===== src/rtl/esc_pkg.sv =====
package esc_pkg;
  localparam int REG_W  = 16;
  localparam int N_SRC  = 7;
  localparam int ADDR_W = 4;
  localparam logic [ADDR_W-1:0] ADDR_CFG  = 4'h9;
  localparam logic [ADDR_W-1:0] ADDR_WAKE = 4'hA;
  localparam logic [ADDR_W-1:0] ADDR_STAT = 4'hB;

  // register bit that holds source i: three converter bits from 8, a gap at 11,
  // then four overflow bits from 12
  function automatic int src_pos(input int i);
    return (i < 3) ? 8 + i : 9 + i;
  endfunction

  function automatic logic [REG_W-1:0] src_to_reg(input logic [N_SRC-1:0] s);
    logic [REG_W-1:0] v;
    v = '0;
    for (int i = 0; i < N_SRC; i++) v[src_pos(i)] = s[i];
    return v;
  endfunction

  function automatic logic [N_SRC-1:0] reg_to_src(input logic [REG_W-1:0] r);
    logic [N_SRC-1:0] s;
    for (int i = 0; i < N_SRC; i++) s[i] = r[src_pos(i)];
    return s;
  endfunction
endpackage


===== src/rtl/esc_mask_reg.sv =====
module esc_mask_reg #(
  parameter int W = 7
) (
  input  logic         clk,
  input  logic         rst_n,
  input  logic         we,
  input  logic [W-1:0] d,
  output logic [W-1:0] q
);
  logic [W-1:0] q_r;
  logic [W-1:0] q_nxt;

  always_comb begin
    q_nxt = q_r;
    if (we) q_nxt = d;
  end

  always_ff @(posedge clk or negedge rst_n) begin
    if (!rst_n)  q_r <= '0;
    else if (we) q_r <= q_nxt;
  end

  assign q = q_r;
endmodule


===== src/rtl/esc_sticky_bank.sv =====
module esc_sticky_bank #(
  parameter int N = 7
) (
  input  logic         clk,
  input  logic         rst_n,
  input  logic [N-1:0] set_i,
  input  logic [N-1:0] clr_i,
  output logic [N-1:0] stat_o
);
  for (genvar g = 0; g < N; g++) begin : g_bit
    logic q_r;
    logic q_nxt;
    logic en;

    // set dominates a simultaneous clear
    always_comb begin
      en    = set_i[g] | clr_i[g];
      q_nxt = set_i[g] | (q_r & ~clr_i[g]);
    end

    always_ff @(posedge clk or negedge rst_n) begin
      if (!rst_n)  q_r <= 1'b0;
      else if (en) q_r <= q_nxt;
    end

    assign stat_o[g] = q_r;
  end
endmodule


===== src/rtl/esc_irq_gen.sv =====
module esc_irq_gen #(
  parameter int N = 7
) (
  input  logic         clk,
  input  logic         rst_n,
  input  logic [N-1:0] stat,
  input  logic [N-1:0] wake,
  output logic         flag,
  output logic         irq
);
  logic irq_r;
  logic irq_nxt;

  always_comb begin
    flag    = |stat;
    irq_nxt = |(stat & wake);
  end

  always_ff @(posedge clk or negedge rst_n) begin
    if (!rst_n) irq_r <= 1'b0;
    else        irq_r <= irq_nxt;
  end

  assign irq = irq_r;
endmodule


===== src/rtl/err_sticky_ctrl.sv =====
module err_sticky_ctrl
  import esc_pkg::*;
(
  input  logic              clk,
  input  logic              rst_n,
  input  logic              reg_wr,
  input  logic [ADDR_W-1:0] reg_addr,
  input  logic [REG_W-1:0]  reg_wdata,
  output logic [REG_W-1:0]  reg_rdata,
  input  logic [N_SRC-1:0]  err_in,
  output logic              err_flag,
  output logic              irq_req
);
  logic             wr_cfg, wr_wake, wr_stat;
  logic [N_SRC-1:0] wsrc;
  logic [N_SRC-1:0] cfg_q, wake_q, stat_q;
  logic [N_SRC-1:0] set_v, clr_v;

  always_comb begin
    wr_cfg  = reg_wr && (reg_addr == ADDR_CFG);
    wr_wake = reg_wr && (reg_addr == ADDR_WAKE);
    wr_stat = reg_wr && (reg_addr == ADDR_STAT);
    wsrc    = reg_to_src(reg_wdata);
    set_v   = err_in & cfg_q;
    clr_v   = wr_stat ? ~wsrc : '0;
  end

  esc_mask_reg #(.W(N_SRC)) u_cfg (
    .clk(clk), .rst_n(rst_n), .we(wr_cfg), .d(wsrc), .q(cfg_q)
  );

  esc_mask_reg #(.W(N_SRC)) u_wake (
    .clk(clk), .rst_n(rst_n), .we(wr_wake), .d(wsrc), .q(wake_q)
  );

  esc_sticky_bank #(.N(N_SRC)) u_stat (
    .clk(clk), .rst_n(rst_n), .set_i(set_v), .clr_i(clr_v), .stat_o(stat_q)
  );

  esc_irq_gen #(.N(N_SRC)) u_irq (
    .clk(clk), .rst_n(rst_n), .stat(stat_q), .wake(wake_q),
    .flag(err_flag), .irq(irq_req)
  );

  always_comb begin
    unique case (reg_addr)
      ADDR_CFG:  reg_rdata = src_to_reg(cfg_q);
      ADDR_WAKE: reg_rdata = src_to_reg(wake_q);
      ADDR_STAT: reg_rdata = src_to_reg(stat_q);
      default:   reg_rdata = '0;
    endcase
  end
endmodule


===== config.mk =====
export PLATFORM = sky130hd
export DESIGN_NAME = err_sticky_ctrl
export DESIGN_NICKNAME = d
export VERILOG_FILES = /design/src/rtl/esc_pkg.sv /design/src/rtl/esc_mask_reg.sv /design/src/rtl/esc_sticky_bank.sv /design/src/rtl/esc_irq_gen.sv /design/src/rtl/err_sticky_ctrl.sv
export SDC_FILE = /design/constraint.sdc
export NUM_CORES = 1
export LEC_CHECK = 0
export ABC_AREA = 1
export BUFFER_PORTS_ARGS = -buffer_cell sky130_fd_sc_hd__buf_4
export CAP_MARGIN = 30
export CORE_ASPECT_RATIO = 1.75
export CORE_MARGIN = 1.5
export CORE_UTILIZATION = 52
export DETAILED_ROUTE_END_ITERATION = 8
export PLACE_DENSITY = 0.84
export RECOVER_POWER = 50
export SYNTH_ARGS = -nofsm -noshare
export SYNTH_HDL_FRONTEND = slang
export SYNTH_SLANG_ARGS = --single-unit
export TNS_END_PERCENT = 20

===== constraint.sdc =====
create_clock -name clk -period 2.4 [get_ports clk]
set_input_delay 0.24 -clock clk [delete_from_list [all_inputs] [get_ports clk]]
set_output_delay 0.24 -clock clk [all_outputs]
set_load 0.02 [all_outputs]

Yosys cells after proc, flatten, opt, wreduce, memory -nomap -nowiden. Cells that the tools add are included.

Eq/ne operators: 3. Reductions and logical operators: 5. Muxes and demuxes: 2. Bitwise logic cells: 31.

Operators with widths (count): one-hot mux 16 bit (3 select lines) (1); bitwise AND 7 bit (2); OR 1 bit (14); OR reduction 7 bit (2); equality test 4 bit, second input constant (3); bitwise AND 1 bit (7); two-way mux 7 bit (1); inverter 1 bit (7); inverter 7 bit (1); logical AND 1 bit (3).

Output and inout bits: 18. Bits in registers: 22. Word-level logic and storage cells: 51. Input port bits: 30.

Logic depth before layout (Yosys ltp).
Word-level depth: 6. Depth in mapped cells: 7. Depth with buffers taken out: 6.

Cells and area by module. A second synthesis with hierarchy kept.

Cells, all modules: 197. Area, all modules: 1385.1 µm².

Modules (own cells, without submodules): esc_mask_reg (times used 2, area each 269.0 µm², cells an instance 30, seq. area each 175.2 µm²); err_sticky_ctrl (times used 1, area each 415.4 µm², cells an instance 75, seq. area each 0.0 µm²); esc_sticky_bank (times used 1, area each 332.8 µm², cells an instance 42, seq. area each 175.2 µm²); esc_irq_gen (times used 1, area each 98.8 µm², cells an instance 20, seq. area each 25.0 µm²).

Worst setup path before layout. OpenSTA, ideal clock, no wires.

Path kind: input -> output. Start: in reg_addr[2]. End: out reg_rdata[14]. Stages on the path: 6. Setup slack: 1.281 ns. Required time: 2.160 ns. Path buffers: 1. Arrival: 0.879 ns. Cells stage by stage: inv_2 > nand2_4 > nor2_4 > buf_6 > nand2_1 > nand3_1.

Cells in the longest elaborated chain, start to end: 2. Elaborated cells between the ends (all ways): 4. Those cells by class: eq/ne: 3; mux: 1.

RTL lines: start: declaration (line err_sticky_ctrl.sv:7) `input logic [ADDR_W-1:0] reg_addr,`; equality test 4 bit (line err_sticky_ctrl.sv:46) `unique case (reg_addr)`; one-hot mux 16 bit (3 select lines) * (line err_sticky_ctrl.sv:46); end: declaration (line err_sticky_ctrl.sv:9) `output logic [REG_W-1:0] reg_rdata,`.

Mark *: on every way between the ends. The rest lies on a longest branch, timed or not.

Worst setup path in the final report. Ends and elaborated chain as after synthesis.

==> impl_metrics.json <==
{
  "syn_area_um2": 1250,
  "num_rows": 23,
  "io_pins": 48,
  "tightest_slew_ns": 1.21,
  "sw_frac_of_total": 0.289,
  "hold_viol": 0,
  "drc_errors": 0,
  "synth_xor_area_frac": 0,
  "fp.coreArea_um2": 2270,
  "met1_length_mm": 1.00,
  "place.gp.congestion": 0.765,
  "nets": 227,
  "drv_slew": 0,
  "async_flop_share": 1.00,
  "synth_ff_type": "dfrtp_1",
  "muxShareOfSynthArea": 0,
  "netlist_instances": 168,
  "period_needed_ns": 1.53,
  "cts_tree": "yes",
  "antenna_left": 0,
  "skew_ns": 0.00503,
  "avgSynthCellArea_um2": 7.43,
  "antenna_found_initial": 0,
  "grt_max_degree": 24,
  "setup_tns_ns": 0,
  "yosys.area_share.simple": 0.430,
  "setup_viol": 0,
  "power.density_nw_per_um2": 711,
  "drt_pass1_iterations": 4,
  "cp_max_fo": 14,
  "final_common_cell": "nand2_1",
  "drt-initial-drc-count": 39,
  "p_comb_frac": 0.197,
  "initial_core_util": 0.549,
  "fin_crit_sh": 0.637,
  "synthToLayoutAreaGrowth_pct": 18.5,
  "synth_top_area_share": 0.441,
  "finalInstanceArea_um2": 1480,
  "dr_wl_met2_mm": 1.68,
  "ctsResizeCount": 0,
  "drive_gt1_frac": 0.194,
  "cellLeakagePower_uw": 0.000792,
  "p_int_uw": 747,
  "min_path_type": "in -> reg",
  "clk_latency_ns": 0.26,
  "overflow": 0,
  "diodes": 0,
  "highest_layer": "met4",
  "yosysSeqAreaShare": 0.441,
  "detailedPlace.worstSlack_ns": 0.980,
  "grt_pass1_wl_mm": 4.63,
  "wl_met3_um": 99,
  "port_buffers": 29,
  "synth.distinct_cells": 16,
  "synth-edff-count": 0,
  "wl_per_cell_um": 12.8,
  "cts_max_path_buffers": 2,
  "vdd_drop_max_uv": 672,
  "die_w_um": 40.0,
  "post_cts_buffers": 0,
  "critical_path_class": "in -> out",
  "fin_ws_ns": 0.871,
  "status": "completed",
  "synthAdderAreaFrac": 0,
  "endpoint_kind": "output port",
  "hold_buffers": 1,
  "max-cap-violations": 0,
  "final_cell_count_no_fill": 221,
  "crit_required_ns": 2.16,
  "clock_power_share": 0.330,
  "seqPwrFrac": 0.473,
  "yosys.area.top_type": "dfrtp_1",
  "arrival_ns": 1.29,
  "cts_sinks": 22,
  "hpwlAfterDp_mm": 2.14,
  "slew_headroom": 0.191,
  "clkTransAtPathRegs_ns": 0.08,
  "yosys-top-cells-area": "dfrtp_1, nand2_1, nand3_1, buf_4, inv_1",
  "viasPerCell": 5.16,
  "startpoint_type": "primary input",
  "place_area_um2": 1410,
  "synth_top_family_by_area": "simple AND/OR/NAND/NOR gates",
  "fmax_ghz": 0.654,
  "synth-compound-area-share": 0.00401,
  "die_height_um": 67.8,
  "utilization": 0.650,
  "rsz0062_at_grt": "false",
  "dp.cells": 216,
  "die_area_um2": 2710,
  "grt_use_total": 0.247,
  "ys.warnings.count": 0,
  "cts_buffers": 3,
  "grt_pass1_vias": 1136,
  "net-switching-power_uw": 304,
  "num_vias": 1141,
  "cts-root-buf": "clkbuf_8",
  "final_cell_mix": "nand2_1, nand3_1, buf_4",
  "cts_max_level": 1,
  "ys_ff_latch": 22,
  "routed_wl_mm": 2.84
}
==> worst max-delay path, cell delays in order <==
cell     delay, ns
buf_4         0.11
inv_2         0.04
nand2_1       0.16
nor2_4        0.36
nand2_1       0.11
nand3_1       0.12
buf_4         0.15
==> path summary, 6_finish.rpt <==
| check | slack (ns) | end | from | cells past startpoint |
|---|---|---|---|---|
| max in group asynchronous | 0.94 | u_stat.g_bit[0].q_r | rst_n | 2 |
| setup / recovery | 0.87 | reg_rdata[14] | reg_addr[2] | 7 |
| hold reg to reg | 0.50 | u_cfg.q[2] | u_cfg.q[2] | 2 |
| setup reg to reg | 1.54 | u_irq.irq | u_stat.g_bit[1].q_r | 4 |
| min in group asynchronous | 0.74 | u_cfg.q[6] | rst_n | 2 |
| hold / removal | 0.17 | u_stat.g_bit[6].q_r | err_in[6] | 3 |
==> kinds of logic (layout without fill, tap and decap cells) <==
group	after synthesis	count (layout)
and+or+nand+nor	120	120
buffers and inverters	24	44
DFF	22	22
other	1	9
AOI/OAI and AO/OA	1	1
==> synthesized netlist by cell type, types with 2 or more instances <==
master	n
buf_4	10
buf_6	3
dfrtp_1	22
inv_1	9
nand2_1	82
nand3_1	27
nand3_2	3
nor2_1	2
nor2_4	3
==> power groups by stage <==
stage / Combinational (uW) / Sequential, uW / Clock [uW]
floorplan: 140 / 495 / 0
global placement: 197 / 500 / 0
detailed placement: 209 / 504 / 0
CTS: 211 / 497 / 350
global route: 237 / 507 / 365
finish: 207 / 497 / 347
==> registers in the layout (all words and copies together), names as in the netlist <==
| name | cells |
|---|---|
| u_cfg.q | 7 |
| u_irq.irq | 1 |
| u_stat.g_bit.q_r | 7 |
| u_wake.q | 7 |
==> cell type report <==
| type | count | area, um2 |
|---|---|---|
| tap | 25 | 31.3 |
| clock inverter | 1 | 30.0 |
| inverter | 10 | 37.5 |
| multi-input combinational | 130 | 563 |
| timing repair buffer | 30 | 224 |
| sequential | 22 | 551 |
| clock buffer | 3 | 41.3 |
| fill | 202 | 796 |
==> routing by layer <==
metal | up-vias | GRT usage
met5 | - | 0
met4 | 0 | 0.103
met3 | 6 | 0.0197
met2 | 37 | 0.456
met1 | 537 | 0.266
li1 | 561 | -
==> per-stage QoR <==
stage	hold WS, ns	total power, uW
final	0.168	1050
after global routing	0.170	1110
after CTS	0.168	1060
after detailed placement	0.146	712
after global placement	0.139	697
after floorplan	-0.0556	635
Note: power is estimated with default switching activity, not from simulation.
